### src/rtl/tdm_autoframe_port.sv
`timescale 1ns/1ps
module tdm_autoframe_port #(
  parameter int CHANNELS     = 32,
  parameter int BITS         = 8,
  parameter int MARGIN_EDGES = 64,
  parameter int IDLE_MIN     = 8,
  parameter int SYNC_STAGES  = 2,
  localparam int CH_W = $clog2(CHANNELS)
) (
  input  logic            clk,
  input  logic            rst_n,
  input  logic            sclk,
  input  logic            fp,
  input  logic            rxd,
  output logic            txd,
  output logic            rx_valid,
  output logic [CH_W-1:0] rx_chan,
  output logic [BITS-1:0] rx_byte,
  input  logic            tx_wr,
  input  logic [CH_W-1:0] tx_wr_chan,
  input  logic [BITS-1:0] tx_wr_byte,
  output logic            fmt_gci,
  output logic            no_frame
);
  localparam int BIT_W = $clog2(BITS);
  localparam int POS_W = CH_W + BIT_W + 2;
  localparam int FRAME_EDGES = CHANNELS * BITS * 4;
  localparam int LIMIT = FRAME_EDGES + MARGIN_EDGES;
  localparam int TMR_W = $clog2(LIMIT + 1);
  localparam int RUN_W = $clog2(IDLE_MIN + 1);

  logic [SYNC_STAGES-1:0] sclk_sy, fp_sy, rxd_sy;
  logic sclk_d;

  always_ff @(posedge clk) begin
    if (!rst_n) begin
      sclk_sy <= '0;
      fp_sy   <= '0;
      rxd_sy  <= '0;
      sclk_d  <= 1'b0;
    end else begin
      sclk_sy <= {sclk_sy[SYNC_STAGES-2:0], sclk};
      fp_sy   <= {fp_sy[SYNC_STAGES-2:0], fp};
      rxd_sy  <= {rxd_sy[SYNC_STAGES-2:0], rxd};
      sclk_d  <= sclk_sy[SYNC_STAGES-1];
    end
  end

  wire sclk_s = sclk_sy[SYNC_STAGES-1];
  wire fp_s   = fp_sy[SYNC_STAGES-1];
  wire rxd_s  = rxd_sy[SYNC_STAGES-1];
  wire rise   = sclk_s & ~sclk_d;
  wire fall   = ~sclk_s & sclk_d;
  wire edge_ev = rise | fall;

  logic             fp_last;
  logic [RUN_W-1:0] run;
  wire fp_chg = fall && (fp_s != fp_last);
  wire lead   = fp_chg && (run == RUN_W'(IDLE_MIN));

  always_ff @(posedge clk) begin
    if (!rst_n) begin
      fp_last <= 1'b0;
      run     <= '0;
      fmt_gci <= 1'b0;
    end else if (fall) begin
      fp_last <= fp_s;
      if (fp_chg) run <= '0;
      else if (run != RUN_W'(IDLE_MIN)) run <= run + 1'b1;
      if (lead) fmt_gci <= fp_s;
    end
  end

  logic [TMR_W-1:0] tmr;
  always_ff @(posedge clk) begin
    if (!rst_n) begin
      tmr      <= '0;
      no_frame <= 1'b1;
    end else if (lead) begin
      tmr      <= '0;
      no_frame <= 1'b0;
    end else if (edge_ev && !no_frame) begin
      if (tmr == TMR_W'(LIMIT - 1)) no_frame <= 1'b1;
      else tmr <= tmr + 1'b1;
    end
  end

  logic [POS_W-1:0] pos;
  wire [POS_W-1:0] npos = lead ? '0 : pos + 1'b1;
  wire [1:0]       nq   = npos[1:0];
  wire [BIT_W-1:0] nbit = npos[BIT_W+1:2];
  wire [CH_W-1:0]  nch  = npos[POS_W-1:BIT_W+2];

  always_ff @(posedge clk) begin
    if (!rst_n) pos <= '0;
    else if (edge_ev) pos <= npos;
  end

  wire samp = fmt_gci ? (fall && nq == 2'd2) : (rise && nq == 2'd3);
  wire last_bit = (nbit == BIT_W'(BITS - 1));
  logic [BITS-1:0] sh_in;

  always_ff @(posedge clk) begin
    if (!rst_n) begin
      sh_in    <= '0;
      rx_valid <= 1'b0;
      rx_chan  <= '0;
      rx_byte  <= '0;
    end else begin
      rx_valid <= samp && last_bit && !no_frame;
      if (samp) begin
        sh_in <= {sh_in[BITS-2:0], rxd_s};
        if (last_bit) begin
          rx_byte <= {sh_in[BITS-2:0], rxd_s};
          rx_chan <= nch;
        end
      end
    end
  end

  wire bnd = fall && nq == 2'd0;
  logic            hold_v;
  logic [CH_W-1:0] hold_ch;
  logic [BITS-1:0] hold_byte, tx_sh;
  logic            tx_bit;
  wire hold_hit = hold_v && hold_ch == nch;
  wire [BITS-1:0] tx_word = hold_hit ? hold_byte : '1;

  always_ff @(posedge clk) begin
    if (!rst_n) begin
      hold_v    <= 1'b0;
      hold_ch   <= '0;
      hold_byte <= '0;
    end else if (tx_wr) begin
      hold_v    <= 1'b1;
      hold_ch   <= tx_wr_chan;
      hold_byte <= tx_wr_byte;
    end else if (bnd && nbit == '0 && hold_hit) begin
      hold_v <= 1'b0;
    end
  end

  always_ff @(posedge clk) begin
    if (!rst_n) begin
      tx_bit <= 1'b1;
      tx_sh  <= '1;
    end else if (bnd) begin
      if (nbit == '0) begin
        tx_bit <= tx_word[BITS-1];
        tx_sh  <= {tx_word[BITS-2:0], 1'b1};
      end else begin
        tx_bit <= tx_sh[BITS-1];
        tx_sh  <= {tx_sh[BITS-2:0], 1'b1};
      end
    end
  end

  assign txd = no_frame | tx_bit;


  strobe_single_chk: assert property (@(posedge clk) disable iff (!rst_n)
    rx_valid |=> !rx_valid);


  no_strobe_unframed_chk: assert property (@(posedge clk) disable iff (!rst_n)
    no_frame |=> !rx_valid);


  tx_edge_chk: assert property (@(posedge clk) disable iff (!rst_n)
    (!$stable(txd) && $stable(no_frame)) |-> $past(fall));


  mode_on_lead_chk: assert property (@(posedge clk) disable iff (!rst_n)
    !$stable(fmt_gci) |-> $past(lead));


  lock_on_lead_chk: assert property (@(posedge clk) disable iff (!rst_n)
    $fell(no_frame) |-> $past(lead));
endmodule

### config.mk
export PLATFORM = sky130hd
export DESIGN_NAME = tdm_autoframe_port
export DESIGN_NICKNAME = d
export VERILOG_FILES = /design/src/rtl/tdm_autoframe_port.sv
export SDC_FILE = /design/constraint.sdc
export NUM_CORES = 1
export LEC_CHECK = 0
export BUFFER_PORTS_ARGS = -buffer_cell sky130_fd_sc_hd__buf_2
export CAP_MARGIN = 20
export CORE_ASPECT_RATIO = 0.75
export CORE_MARGIN = 2
export CORE_UTILIZATION = 48
export CTS_CLUSTER_SIZE = 14
export DETAILED_ROUTE_END_ITERATION = 7
export PLACE_DENSITY_LB_ADDON = 0.08
export SYNTH_ARGS = -nofsm -noshare
export SYNTH_HDL_FRONTEND = slang
export SYNTH_SLANG_ARGS = --single-unit
### constraint.sdc
create_clock -name clk -period 2.45 [get_ports clk]
set_input_delay 0 -clock clk [delete_from_list [all_inputs] [get_ports clk]]
set_output_delay 0 -clock clk [all_outputs]
set_load 0.03 [all_outputs]
Word-level counts from Yosys, hierarchy flattened
Index checks and enable logic that the tools add are counted.
Storage, ports and cells
  input port bits: 19
  latch bits: 0
  logic and storage cells: 74
  bits in writable memories: 0
  bits in read-only memories: 0
  output and inout bits: 17
  bits in registers: 79
  memories: 0
Operators by class
  $add $sub $neg: 3
  multiply operators: 0
  equal/unequal tests: 8
  magnitude comparators: 0
  shift-type cells: 0
  bitwise operators: 8
  reductions and logical operators: 24
  multiplexer cells: 12
  divide/modulo/power cells: 0
Operator list (number)
  $mux 8: 2
  $add 11x1->11 const B: 1
  $eq 11x11->1 const B: 1
  $logic_and 1x1->1: 11
  $add 10x1->10 const B: 1
  $mux 10: 1
  $reduce_and 2->1: 5
  $mux 4: 2
  $reduce_bool 2->1: 4
  $mux 1: 7
  $eq 5x5->1: 1
  $add 4x1->4 const B: 1
  $eq 2x2->1 const B: 2
  $eq 4x4->1 const B: 1
  $ne 4x4->1 const B: 1
  $not 1->1: 4
  $eq 3x3->1 const B: 1
  $logic_not 3->1: 1
  $and 1x1->1: 2
  $logic_not 2->1: 1
  $or 1x1->1: 2
  $reduce_or 2->1: 1
  $logic_not 1->1: 1
  $ne 1x1->1: 1

Logic depth before layout (Yosys ltp)
Gate-level depths: netlist (run 1).
  word-level depth: 11
  gate-level depth with buffers: 11
  mapped depth without buffers: 8

Least setup slack after synthesis (run 1)
Ideal clock, no wire load.
  path kind: register to register
  from: reg pos[1]
  to: reg tx_bit
  required time: 2.315 ns
  clock period less this slack: 2.302 ns
  path slack: 0.148 ns
  arrival time: 2.167 ns
  library setup time: 0.135 ns
  path buffers: 1
  stages on the path, launching flop included: 9
  cell sequence: dfxtp_1 ha_1 buf_2 nand4_1 or3_1 nand3_1 o2111ai_1 a2111oi_4 a21oi_1
On the way
  word-level cells in the longest chain between the ends: 6
  elaborated cells on any way between the ends: 9
  those cells by class: add/sub (1); eq/ne (1); mux (3); reduce/logical (4)
Ends and longest elaborated chain
  start, declared: RTL line 88  | logic [POS_W-1:0] pos;
  start signal, assigned: RTL line 96  | else if (edge_ev) pos <= npos;
  $add 10x1->10 (*): RTL line 89  | wire [POS_W-1:0] npos = lead ? '0 : pos + 1'b1;
  $mux 10 (*): RTL line 89
  $eq 5x5->1: RTL line 126  | wire hold_hit = hold_v && hold_ch == nch;
  $logic_and 1x1->1: RTL line 126
  $mux 8: RTL line 127  | wire [BITS-1:0] tx_word = hold_hit ? hold_byte : '1;
  $mux 1: RTL line 148  | if (nbit == '0) begin
  end signal, assigned: RTL line 149  | tx_bit <= tx_word[BITS-1];
  end signal, assigned: RTL line 152  | tx_bit <= tx_sh[BITS-1];
  end, declared: RTL line 125  | logic tx_bit;
Every way passes the cells marked *; elsewhere a longest branch is shown, timed or not.
A chain may end at the register's enable or synchronous reset.

Worst setup path after layout (run 1)
  from: reg pos[1]
  to: reg tx_sh[6]
On the way
  word-level cells in the longest chain between the ends: 6
  elaborated cells on any way between the ends: 9
  those cells by class: add/sub (1); eq/ne (1); mux (3); reduce/logical (4)
Ends and longest elaborated chain
  $add 10x1->10 (*): RTL line 89
  $mux 10 (*): RTL line 89
  $eq 5x5->1: RTL line 126
  $logic_and 1x1->1: RTL line 126
  $mux 8: RTL line 127
  $mux 8: RTL line 148
  end signal, assigned: RTL line 150  | tx_sh <= {tx_word[BITS-2:0], 1'b1};
  end signal, assigned: RTL line 153  | tx_sh <= {tx_sh[BITS-2:0], 1'b1};
  end, declared: RTL line 124  | logic [BITS-1:0] hold_byte, tx_sh;
Marked as above.

==> impl_metrics.ini, run 1 <==
[outcome]
outcome = completed

[sta]
setup_viol = 0
clock_skew_ns = 0.0146
hold_viol = 0
period_share_pct = 94.2
tightest_slew_ns = 0.488
timing.final.crit_period_ns = 2.31
clock.fmax_ghz = 0.433
slew_headroom_pct = 67.1
drv_slew = 0

[floorplanning]
die_area_um2 = 8450
num_io_pins = 36
start_util_pct = 50.1
core_um2 = 7400
rows = 27
chipHeight_um = 80.1
fp.dieW_um = 105

[global_route]
grt_pass1_vias = 2778
grt_pass1_wl_mm = 13.4
globalRouteTotalUtil_pct = 20.1
grt_overflow_total = 0
antenna_found_initial = 0
grt_max_degree = 49

[yosys]
synthMuxAreaShare_pct = 9.45
synth-compound-area-share_pct = 14.1
synthXorXnorAreaFrac_pct = 4.25
synth_top_family_by_area = simple AND/OR/NAND/NOR gates
synth_area_um2 = 3710
ys_top_cells_by_area = dfxtp_1 (42%), mux2i_1 (9.4%), nor2b_1 (5.9%), nand2_1 (2.7%), a21oi_1 (2.7%)
synth_top_area_share_pct = 42.1
ys.flop_type = dfxtp_1
ys_types = 52
yosysTopAreaCell = dfxtp_1
synth_seq_cells = 78
synth-async-reset-ratio_pct = 0
synthSimpleGateAreaFrac_pct = 23.0
yosysWarnings = 0
synthAdderAreaFrac_pct = 2.02
syn_area_per_cell_um2 = 9.06
synth_edf_count = 0
syn_inst = 409
yosysSeqAreaShare_pct = 42.1
synthesis.nets = 434

[routing]
drt-total-wl_mm = 7.88
via_per_inst = 5.16
vias = 2985
drc = 0
post_drt_wl_per_cell_um = 13.6
drt_iter0_drc = 136
drt-pass1-iter-count = 4
detail-route-antenna-nets = 0

[hold_path]
min_path_type = in2reg

[cts]
clk_latency_ns = 0.36
clock-root-buffer = clkbuf_8
tritoncts = done
numCtsBuffers = 9
htreeDepth = 3
cts.sinks = 78
clockBufferDepth = 2
clk_pin_slew_worst_paths_ns = 0.08

[cells_and_area]
multi_input_area_um2 = 1960
fin_cells = 579
design_area_um2 = 4470
diodes = 0
regArea_um2 = 1560
areaGrowthSynthToFinish_pct = 20.5
n_fill_cell = 667
fin_nets = 498
layout-drive-gt1-share_pct = 17.8

[power]
irDropWorstVdd_v = 0.000360
powerDensity_nw_per_um2 = 541
p_leak_nw = 1.75

[critical_path]
crit_type = reg2reg
critPathCaptureType = register
cp.required_ns = 2.75
cp-start-kind = register
cp_max_fo = 8
arrival_ns = 2.60

[placement]
dp_hpwl_mm = 5.51
portBuffers = 35
placed_area_um2 = 4090
place_inst = 545
gp_congestion = 0.850

[run]
maxCapViolations = 0
-- path summary, 6_finish.rpt --
check,from,to,slack [ns],depth (start not counted)
worst min-delay path,tx_wr,hold_v$_SDFFE_PN0P_,0.15,3
worst max register to register,pos[1]$_SDFFE_PN0N_,tx_sh[6]$_SDFFE_PN1N_,0.14,9
worst min register to register,sclk_sy[0]$_SDFF_PN0_,sclk_sy[1]$_SDFF_PN0_,0.44,1
worst max-delay path,pos[1]$_SDFFE_PN0N_,tx_sh[6]$_SDFFE_PN1N_,0.14,9
-- layout make-up --
class	instances	area share [%]
multi-input cells	287	44.0
flip-flops and latches	78	35.0
repair buffers	76	12.0
clock buffers	10	2.86
well taps	101	2.83
inverters	21	1.76
clock inverters	6	1.57
-- power breakdown --
part,total (mW),switching (mW),internal [mW]
logic,0.154,0.0751,0.0786
registers,1.30,0.0156,1.29
clock network,0.959,0.482,0.478
-- critical path: stages (launching register included) --
cell and delay (ns):
dfxtp_1 0.42, ha_1 0.25, nand4_1 0.21, or3_1 0.43
buf_4 0.16, a211o_1 0.27, o2111ai_1 0.15, a2111oi_4 0.05
buf_4 0.17, a21oi_1 0.14
-- cell usage in the layout, fill, tap and decap left out, types with 2 or more instances in the layout --
cell type	netlist	final
a21oi_1	20	20
a21boi_0	4	4
o21ai_0	20	20
dfxtp_1	78	78
and2_1	12	12
inv_1	20	20
clkinv_4	0	3
a211o_1	3	3
and3_1	2	2
nor3_1	4	3
or3_1	7	7
a41oi_1	3	3
dlygate4sd3_1	0	17
xor2_1	8	8
or4_1	2	2
o22ai_1	7	7
nor2_2	2	2
mux2i_1	35	35
o21ai_1	2	2
xnor2_1	10	10
ha_1	6	6
clkbuf_8	0	9
o31ai_1	3	3
a211oi_1	4	4
nand3b_1	2	2
buf_2	8	35
and4_1	2	2
and3b_1	3	3
a31oi_1	3	3
buf_4	3	23
nand2_1	27	27
nor2_1	19	19
nor4_1	3	3
nand4_1	9	9
nand3_1	13	13
nor2b_1	35	35
-- cells in the mapped netlist (6+ instances only) --
cell type and number:
dfxtp_1 78, mux2i_1 35, nor2b_1 35, nand2_1 27
a21oi_1 20, inv_1 20, o21ai_0 20, nor2_1 19
nand3_1 13, and2_1 12, clkbuf_1 12, xnor2_1 10
nand4_1 9, buf_2 8, xor2_1 8, o22ai_1 7
or3_1 7, ha_1 6
-- timing repair --
action,4_1_cts,5_1_grt
buffers inserted,0,1
setup endpoints to repair,1,8
endpoints found under the hold margin,19,0
pin swaps,1,1
hold buffers,17,0
resized for setup,0,0
-- logic make-up (layout without fill, tap and decap cells) --
group	count (synthesis)	count (layout)
xor+xnor	18	18
flops	78	78
fa+ha+maj	6	6
buf+inv	44	113
compound gates	79	79
simple gates	149	149
mux	35	35
-- routing by layer --
layer	track usage, %	wire length [um]
met5	0	0
met1	28.6	4140
met2	28.8	3260
met3	5.60	380
met4	7.20	101
-- metrics by stage --
| stage | hold WS, ns | worst slack [ns] | util, % | total power, mW | setup TNS (ns) |
|---|---|---|---|---|---|
| final | 0.150 | 0.142 | 60.4 | 2.42 | 0 |
| after global routing | 0.172 | -0.00812 | 60.4 | 2.52 | -0.00859 |
| after CTS | 0.137 | 0.0513 | 60.3 | 2.45 | 0 |
| after detailed placement | 0.209 | 0.0174 | 55.3 | 1.47 | 0 |
| after global placement | 0.208 | 0.0626 | 55.3 | 1.46 | 0 |
| after floorplan | 0.127 | 0.148 | - | 1.42 | 0 |
-- flip-flops by register name, indices dropped and copies added (netlist names), 4 cells and up --
register   flops
sh_in          7
run            4
hold_ch        5
tx_sh          7
rx_byte        8
pos           10
hold_byte      8
tmr           11
rx_chan        5
(Power assumes the default switching activity.)
==> run 2, diff against run 1 <==
- CORE_MARGIN: 2 -> unset
==> run 2 against run 1 <==
Effect of this change: routed wire length down 1.5%; first-iteration DRC count up 8.1%; fmax fell by 0.43%; via count grew 0.57%; total power down 0.71%.
==> impl_metrics.ini, run 2 (synthesis gave the netlist of run 1 again) <==
[critical_path]
r2r_setup_slack_ns = 0.13
cp_max_fo = 8
rr_startpoint = run[0]$_SDFFE_PN0P_
cp-start-kind = register
timing.rr.end = tx_sh[5]$_SDFFE_PN1N_
path_delay_family = compound AO/OA/AOI/OAI gates
cp-startpoint = run[0]$_SDFFE_PN0P_
critPathCaptureType = register
critPathSlowestCell = or4_4
endpoint = tx_sh[5]$_SDFFE_PN1N_
path_cells = inv_2, ha_2, nand3b_1, or4_4, a211oi_4, o2111ai_2, a2111oi_4, buf_6, a21oi_1
arrival_ns = 2.55
cpPeakStageDelay_ns = 0.57
crit_cells = 9
cp.required_ns = 2.68
critPathBufInv = 2
r2r_cells = 9
crit_type = reg2reg

[cts]
cts.sinks = 78
clk_pin_slew_worst_paths_ns = 0.07
clock-root-buffer = clkbuf_8
htreeDepth = 3
clockBufferDepth = 2
clk_latency_ns = 0.35
numCtsBuffers = 9
tritoncts = done

[routing]
drt-total-wl_mm = 7.76
drt_iter0_drc = 147
drt-pass1-iter-count = 4
via_per_inst = 5.18
post_drt_wl_per_cell_um = 13.4
drc = 0
detail-route-antenna-nets = 0
vias = 3002

[placement]
gp_congestion = 0.925
portBuffers = 35
dp_hpwl_mm = 5.44

[floorplanning]
num_io_pins = 36
rows = 27
fp.dieW_um = 103
core_um2 = 7400
chipHeight_um = 78.1
start_util_pct = 50.1
die_area_um2 = 8080

[sta]
tightest_slew_ns = 0.603
hold_viol = 0
clock_skew_ns = 0.00966
drv_slew = 0
final.setup.tns_ns = 0
clock.fmax_ghz = 0.431
setup_viol = 0
period_share_pct = 94.6
rsz0062_at_grt = no
slew_headroom_pct = 59.4
timing.final.crit_period_ns = 2.32

[cells_and_area]
diodes = 0
mostFrequentLayoutCells = dfxtp_1 (76), nor2b_1 (35), mux2i_1 (35), buf_2 (35), nand2_1 (27)
regMostFlops = tmr
fin_nets = 500
final_common_cell = dfxtp_1
fin_util_pct = 60.9
areaGrowthSynthToFinish_pct = 21.5
largest_register_ffs = 11
top_regs = tmr x11, pos x10
layout-drive-gt1-share_pct = 19.2

[outcome]
outcome = completed

[global_route]
grt_pass1_vias = 2781
globalRouteTotalUtil_pct = 21.6
antenna_found_initial = 0
grt_overflow_total = 0
grt_pass1_wl_mm = 13.3
grt_max_degree = 49

[hold_path]
min_path_type = in2reg

[power]
p_total_mw = 2.40
powerDensity_nw_per_um2 = 533
irDropWorstVdd_v = 0.000325
p_leak_nw = 1.77

[run]
maxCapViolations = 0
run 2: layer usage:
metal / track usage, % / share of wire [%] / vias up
li1: - / - / 1558
met1: 31.5 / 53 / 1380
met2: 30.1 / 42 / 58
met3: 6.23 / 4.6 / 6
met4: 7.04 / 0.88 / 0
met5: 0 / 0 / -
run 2: cell type report:
cell class                 count  area, um2
timing repair buffer          78        557
multi-input combinational    287       1990
fill                         666       2890
sequential                    78       1560
tap                          101        126
clock inverter                 4       47.5
clock buffer                  11        141
inverter                      21       78.8
run 2: worst min-delay path by stage:
stage | slack (ns) | cells after the start | end | startpoint
after global routing | 0.19 | 3 | hold_v$_SDFFE_PN0P_ | tx_wr
after CTS | 0.14 | 3 | hold_v$_SDFFE_PN0P_ | tx_wr
after global placement | 0.21 | 2 | rxd_sy[0]$_SDFF_PN0_ | rxd
after detailed placement | 0.21 | 2 | fp_sy[0]$_SDFF_PN0_ | fp
after floorplan | 0.13 | 1 | fp_sy[0]$_SDFF_PN0_ | fp
final | 0.17 | 3 | hold_v$_SDFFE_PN0P_ | tx_wr
run 2: where the power goes:
part | leakage (nW) | switching (mW) | internal (mW)
clock network | 0.0952 | 0.450 | 0.490
logic | 1.04 | 0.0765 | 0.0800
registers | 0.634 | 0.0144 | 1.29
run 2: timing repair:
| item | 4_1_cts | 5_1_grt |
|---|---|---|
| endpoints found under the hold margin | 19 | 0 |
| gates resized for setup | 0 | 9 |
| hold buffers | 17 | 0 |
| buffers inserted | 0 | 2 |
| endpoints found under the setup margin | 0 | 8 |
run 2: per-stage QoR:
stage,cell area [um2],worst slack (ns),instances,hold WS (ns)
after floorplan,3710,0.148,409,0.127
after global placement,4100,0.185,546,0.207
after detailed placement,4100,0.182,546,0.212
after CTS,4460,0.162,578,0.142
after global routing,4510,0.00319,580,0.188
final,4510,0.132,580,0.167
run 2: tightest hold or removal path: stages:
cell and delay (ns):
buf_2 0.24, nor2_1 0.15, a21oi_1 0.06
==> run 3, diff against run 2 <==
- GPL_TIMING_DRIVEN: unset -> 0
==> run 3 against run 2 <==
Effect of this change: die area stayed put; flip-flop and latch count is the same; critical path type unchanged; fmax down 1.9%; utilization is 0.71 points lower; hold slack worse by 0.043 ns; final cell count grew 0.34%.
==> impl_metrics.ini, run 3 (synthesis gave the netlist of run 1 again) <==
[outcome]
outcome = completed

[global_route]
grt_pass1_vias = 2819
grt_overflow_total = 0
grt_pass1_wl_mm = 13.6
globalRouteTotalUtil_pct = 22.0
antenna_found_initial = 0
grt_max_degree = 16

[cells_and_area]
final_common_cell = dfxtp_1
largest_register_ffs = 11
mostFrequentLayoutCells = dfxtp_1 (76), buf_2 (40), nor2b_1 (35), mux2i_1 (35), nand2_1 (27)
top_regs = tmr x11, pos x10
fin_util_pct = 60.2
layout-drive-gt1-share_pct = 17.3
areaGrowthSynthToFinish_pct = 20.1
fin_nets = 501
regMostFlops = tmr
diodes = 0
n_fill_cell = 662
regArea_um2 = 1570
multi_input_area_um2 = 1990
fin_cells = 582

[sta]
drv_slew = 0
hold_viol = 0
slew_headroom_pct = 51.9
clock_skew_ns = 0.00759
setup_viol = 0
timing.final.crit_period_ns = 2.36
final.setup.tns_ns = 0
tightest_slew_ns = 0.721
clock.fmax_ghz = 0.423
period_share_pct = 96.4
worst_hold_slack_ns = 0.124

[floorplanning]
start_util_pct = 50.1
chipHeight_um = 78.1
die_area_um2 = 8080
fp.dieW_um = 103
core_um2 = 7400
rows = 27
num_io_pins = 36

[cts]
htreeDepth = 3
clk_latency_ns = 0.35
numCtsBuffers = 9
clock-root-buffer = clkbuf_8
clockBufferDepth = 2
clk_pin_slew_worst_paths_ns = 0.09
cts.sinks = 78
tritoncts = done

[critical_path]
arrival_ns = 2.61
cp_max_fo = 8
path_delay_family = compound AO/OA/AOI/OAI gates
critPathSlowestCell = or4_4
critPathCaptureType = register
crit_type = reg2reg
cp.required_ns = 2.70
critPathBufInv = 4
cpPeakStageDelay_ns = 0.56
path_cells = inv_1, ha_1, buf_6, inv_1, or4_4, a211oi_4, o2111ai_2, a2111oi_4, buf_6, a21oi_1
cp-start-kind = register

[routing]
drt-pass1-iter-count = 5
detail-route-antenna-nets = 0
vias = 3071
drt-total-wl_mm = 8.29
via_per_inst = 5.28
drc = 0
drt_iter0_drc = 124
post_drt_wl_per_cell_um = 14.2

[power]
p_leak_nw = 1.72
powerDensity_nw_per_um2 = 534
irDropWorstVdd_v = 0.000297
p_total_mw = 2.38

[placement]
portBuffers = 34
dp_hpwl_mm = 5.67
gp_congestion = 0.918
place_inst = 544

[hold_path]
min_path_type = in2reg

[run]
maxCapViolations = 0
-- run 3: worst min-delay path: cells and delay by family --
| family | cells | cell delay (ns) |
|---|---|---|
| mux | 1 | 0.19 |
| simple gates | 1 | 0.05 |
| buf+inv | 1 | 0.19 |
-- run 3: power breakdown --
part           internal (mW)  leakage, nW  switching [mW]
sequential              1.29        0.634          0.0158
clock                  0.410       0.0903           0.507
combinational         0.0766        0.994          0.0799
-- run 3: worst paths after layout --
check | from | endpoint | slack, ns | cells past startpoint
setup / recovery | sclk_sy[1]$_SDFF_PN0_ | tx_sh[7]$_SDFFE_PN1N_ | 0.09 | 10
hold / removal | tx_wr | hold_byte[2]$_SDFFE_PN0P_ | 0.12 | 3
setup reg to reg | sclk_sy[1]$_SDFF_PN0_ | tx_sh[7]$_SDFFE_PN1N_ | 0.09 | 10
hold reg to reg | sclk_sy[0]$_SDFF_PN0_ | sclk_sy[1]$_SDFF_PN0_ | 0.44 | 1
-- run 3: per-layer routing --
layer	GRT usage, %	wire length, um	share of wire, %	vias up
li1	-	-	-	1564
met1	31.4	4200	51	1431
met2	32.3	3570	43	69
met3	6.77	463	5.6	7
met4	5.35	56	0.68	0
met5	0	0	0	-
-- run 3: layout make-up --
type                       instances  share of cell area, %
sequential                        78                   35.2
multi-input combinational        287                   44.7
tap                              101                   2.84
clock inverter                     6                   1.12
clock buffer                      10                   3.09
timing repair buffer              56                   8.51
inverter                          21                   1.77
buffer                            23                   2.81
-- run 3: timing repair --
item | in CTS | in global routing
endpoints found under the hold margin | 16 | 0
resized for setup | 0 | 19
hold buffers | 16 | 0
buffers inserted | 2 | 4
setup endpoints to repair | 18 | 21
pin swaps | 2 | 7
-- run 3: per-stage QoR --
stage	area (um2)	setup WS [ns]
after global placement	4000	-0.231
after detailed placement	4000	-0.250
final	4450	0.0871
after global routing	4450	-0.0184
after CTS	4370	0.00205
after floorplan	3710	0.148
